===== config.mk =====
export PLATFORM = sky130hd
export DESIGN_NAME = tri_spread_sched
export DESIGN_NICKNAME = d
export VERILOG_FILES = /design/src/rtl/tri_spread_sched.sv
export SDC_FILE = /design/constraint.sdc
export NUM_CORES = 1
export LEC_CHECK = 0
export BUFFER_PORTS_ARGS = -buffer_cell sky130_fd_sc_hd__buf_2
export CAP_MARGIN = 20
export CORE_ASPECT_RATIO = 0.75
export CORE_MARGIN = 2
export CORE_UTILIZATION = 60
export CTS_CLUSTER_DIAMETER = 30
export DETAILED_ROUTE_END_ITERATION = 10
export GPL_TIMING_DRIVEN = 1
export PLACE_DENSITY = 0.8
export SYNTH_ARGS = -nofsm -noshare
export SYNTH_HDL_FRONTEND = slang
export SYNTH_SLANG_ARGS = --single-unit

===== constraint.sdc =====
create_clock -name clk -period 12 [get_ports clk]
set_clock_uncertainty 0.1 [all_clocks]
set_input_delay 2.4 -clock clk [delete_from_list [all_inputs] [get_ports clk]]
set_output_delay 2.4 -clock clk [all_outputs]
set_load 0.005 [all_outputs]

===== src/rtl/tri_spread_sched.sv =====
module tri_spread_sched #(
  parameter int DWELL  = 4,
  parameter int STEP_W = 16
) (
  input  logic              clk,
  input  logic              rst_n,
  input  logic              spread_en,
  input  logic [2:0]        cnt_sel,
  input  logic [2:0]        step_sel,
  output logic              dir_dn,
  output logic [STEP_W-1:0] step_mag,
  output logic              track_win
);
  localparam int DW_W  = (DWELL > 1) ? $clog2(DWELL) : 1;
  localparam int IDX_W = 6;
  localparam int LVL_W = 8;

  logic [IDX_W-1:0]        idx_q, idx_nx;
  logic [DW_W-1:0]         dwell_q;
  logic signed [LVL_W-1:0] lvl_q, lvl_nx, delta;
  logic [LVL_W-1:0]        absd;
  logic [6:0]              cnt_n;
  logic [4:0]              amp;
  logic                    sub_end;

  function automatic logic signed [LVL_W-1:0] level_at(input logic [IDX_W-1:0] i,
                                                        input logic [4:0] a);
    logic signed [LVL_W-1:0] g, av;
    g  = $signed({4'b0, i[5:2]});
    av = $signed({3'b0, a});
    case (i[1:0])
      2'd0:    level_at = g;
      2'd1:    level_at = av - g;
      2'd2:    level_at = -g;
      default: level_at = g - av;
    endcase
  endfunction

  assign cnt_n   = (cnt_sel > 3'd4) ? 7'd64 : 7'(7'd4 << cnt_sel);
  assign amp     = cnt_n[6:2];
  assign sub_end = dwell_q == DW_W'(DWELL - 1);
  assign idx_nx  = ({1'b0, idx_q} >= cnt_n - 7'd1) ? '0 : idx_q + 1'b1;
  assign lvl_nx  = level_at(idx_nx, amp);
  assign delta   = lvl_nx - lvl_q;
  assign absd    = delta[LVL_W-1] ? LVL_W'(-delta) : LVL_W'(delta);

  always_ff @(posedge clk or negedge rst_n) begin
    if (!rst_n) begin
      idx_q     <= '0;
      dwell_q   <= '0;
      lvl_q     <= '0;
      dir_dn    <= 1'b0;
      step_mag  <= '0;
      track_win <= 1'b0;
    end else if (!spread_en) begin
      idx_q     <= '0;
      dwell_q   <= '0;
      lvl_q     <= '0;
      dir_dn    <= 1'b0;
      step_mag  <= '0;
      track_win <= 1'b0;
    end else if (sub_end) begin
      dwell_q   <= '0;
      idx_q     <= idx_nx;
      lvl_q     <= lvl_nx;
      dir_dn    <= delta[LVL_W-1];
      step_mag  <= STEP_W'(absd) << step_sel;
      track_win <= idx_q[1:0] == 2'b11;
    end else begin
      dwell_q   <= dwell_q + 1'b1;
      dir_dn    <= 1'b0;
      step_mag  <= '0;
      track_win <= 1'b0;
    end
  end
endmodule


==> results.toml <==
[timing]
setup-tns-final_ns = 0
rsz0062_at_grt = "no"
fin_crit_sh_pct = 70.3
max-slew-margin-rel_pct = 30.6
finalCriticalPeriod_ns = 8.43
drv_slew = 0
max_clock_freq_ghz = 0.119
setup_viol = 0
hold_viol_final = 0
worst_pin_slew_ns = 1.04

[synth]
avgSynthCellArea_sq_um = 8.71
synth.area.top_cells = "dfrtp_1, ha_1, mux2i_1"
yosys_warnings = 0
synth_edf_count = 0
synth_cells = 356
netlist_area_sq_mm = 0.00310
ys_seq_area_share_pct = 26.6
synth_top_cell_area_share_pct = 26.6
syn_nets = 392
synthArstFlopShare_pct = 100
synth_cell_types = 71
ys_seq_elements = 33
yosysTopAreaCell = "dfrtp_1"
ys.flop_type = "dfrtp_1"

[place]
port_buffers = 25
routabilityCongestion = 0.942
dp_hpwl_microns = 5450

[cells_and_area]
syn_to_final_growth_pct = 5.49
drive_gt1_share_pct = 14.4
fill_cells = 401
layout.nets = 404
layout_common_cells = "dfrtp_1, inv_1, nor2_1, buf_2"
final_common_cell = "dfrtp_1"
antenna_cells = 0

[global_routing]
first_global_vias = 2474
overflow = 0
track_usage_pct = 27.4
grt_first_pass_wirelength_microns = 12300
grt_max_degree = 34
antenna_found_initial = 0

[die]
initial_core_util_pct = 62.9
fp.dieW_microns = 87.0
num_io_pins = 27
die_area_sq_mm = 0.00576
die_h_microns = 66.3
rows = 22
core-area_sq_mm = 0.00493

[routing]
routed_wl_microns = 7310
remaining_drc_errors = 0
drtPass1Iterations = 6
routedWlPerCell_microns = 17.0
drt-initial-drc-count = 376
vias = 2710
vias_per_cell = 6.32
drtAntennaViolNets = 0

[power]
power_density_mw_per_mm2 = 117
ir_worst_vdd_mv = 0.0889
p_leak_nw = 1.45
total_power_w = 0.000383

[worst_setup_path]
crit_family = "compound AO/OA/AOI/OAI gates"
endpoint_kind = "flop"
worstPathArrival_ns = 8.49
worstPathMaxFanout = 14
worstSetupStartpointType = "input port"
crit_path_start = "cnt_sel[2]"
max_stage_delay_ns = 0.54
critPathSlowestCell = "or3_2"
crit_required_ns = 12.06
path_class = "in2reg"
crit_buf_inv = 3
r2r_slack_ns = 5.27
r2r_start = "idx_q[0]"

[flow_run]
cap_viol_max_count = 0

[clock_network]
cts_buffer_depth = 2
clkSlewWorstSetupHoldPaths_ns = 0.07
clock-sinks = 33
cts_setup_buffers = 0
ctsResizeCount = 0
cts_root_buf = "clkbuf_8"
htreeDepth = 2
cts_tree = "yes"
clock_latency_ns = 0.28
cts_made_buffers = 5
hold_buffers = 0

[worst_hold_path]
holdCritStartpoint = "dwell_q[0]"
hold_path_class = "reg2reg"

[run_status]
outcome = "finished, final reports clean"
-- sequential cells by signal, summed over array words and instances, names as in the netlist --
| register | flops |
|---|---|
| step_mag | 15 |
| lvl_q | 8 |
| idx_q | 6 |
| dwell_q | 2 |
| dir_dn | 1 |
| track_win | 1 |
-- layout make-up --
class / count / area [sq um] / area share (%)
Clock inverter: 2 / 37.5 / 1.15
Tap cell: 60 / 75.1 / 2.30
Multi-Input combinational cell: 274 / 2020 / 61.6
Clock buffer: 6 / 82.6 / 2.52
Timing Repair Buffer: 25 / 125 / 3.83
Sequential cell: 33 / 826 / 25.2
Inverter: 29 / 109 / 3.33
-- synth_stat cells (all sizes together) (9+ instances only) --
library cell	number
dfrtp	33
inv	29
nand2	25
nor2	25
ha	24
nor2b	17
o21ai	17
mux2i	13
nand3	13
a21oi	12
clkbuf	12
nor3	12
and2	10
o211ai	9
-- worst reg2reg max path, stage by stage, from the launching register on --
cell      delay, ns
dfrtp_1        0.71
ha_1           0.43
a211o_1        0.17
a21oi_2        0.06
o21ai_1        0.67
nor2_1         0.27
ha_1           0.37
and2b_2        0.20
o21ai_0        0.19
nand3_1        0.11
o31ai_1        0.09
xnor2_1        0.12
o21ai_0        0.18
nor2_1         0.10
ha_1           0.40
a21o_1         0.14
nand2_1        0.07
and3_2         0.21
or3_2          0.54
xnor3_2        0.38
or3_1          0.41
a21o_1         0.20
a32oi_1        0.35
a211oi_1       0.13
-- cells by family (layout without fill, tap and decap cells) --
| family | count (synthesis) | in the layout | synth area share (%) |
|---|---|---|---|
| muxes | 15 | 15 | 5.65 |
| buffers and inverters | 49 | 62 | 8.35 |
| AOI/OAI and AO/OA | 87 | 87 | 21.0 |
| DFF | 33 | 33 | 26.6 |
| adders and majority gates | 27 | 27 | 11.6 |
| xor gates and xnor gates | 14 | 14 | 4.88 |
| other | 1 | 1 | 0.121 |
| and+or+nand+nor | 130 | 130 | 21.8 |
-- power by group --
group	switching, W	internal (W)
Clock	0.0000435	0.0000675
Sequential	0.00000216	0.000114
Combinational	0.0000986	0.0000581
Total	0.000144	0.000239
-- stage by stage --
stage	hold slack (ns)	worst slack [ns]	cells	util (%)	instance area [sq um]
after floorplan	0.314	4.26	356	-	3100
after global placement	0.329	3.56	421	63.9	3150
after detailed placement	0.342	3.36	421	63.9	3150
after CTS	0.351	3.65	429	66.4	3270
after global routing	0.372	3.10	429	66.4	3270
final	0.350	3.57	429	66.4	3270
-- final timing paths --
path                               end  cells past startpoint
min in group asynchronous     lvl_q[2]                      1
max reg2reg                step_mag[8]                     23
max                        step_mag[8]                     25
min reg2reg                 dwell_q[0]                      1
max in group asynchronous       dir_dn                      1
min                         dwell_q[0]                      1
-- per-layer routing --
layer  global-route usage, %  share of wire (%)
met1                    43.6                 50
met3                    5.99                9.4
met2                    37.7                 40
met4                    4.69               0.66
met5                       0                  0
Power figures use the tool's default switching activity.
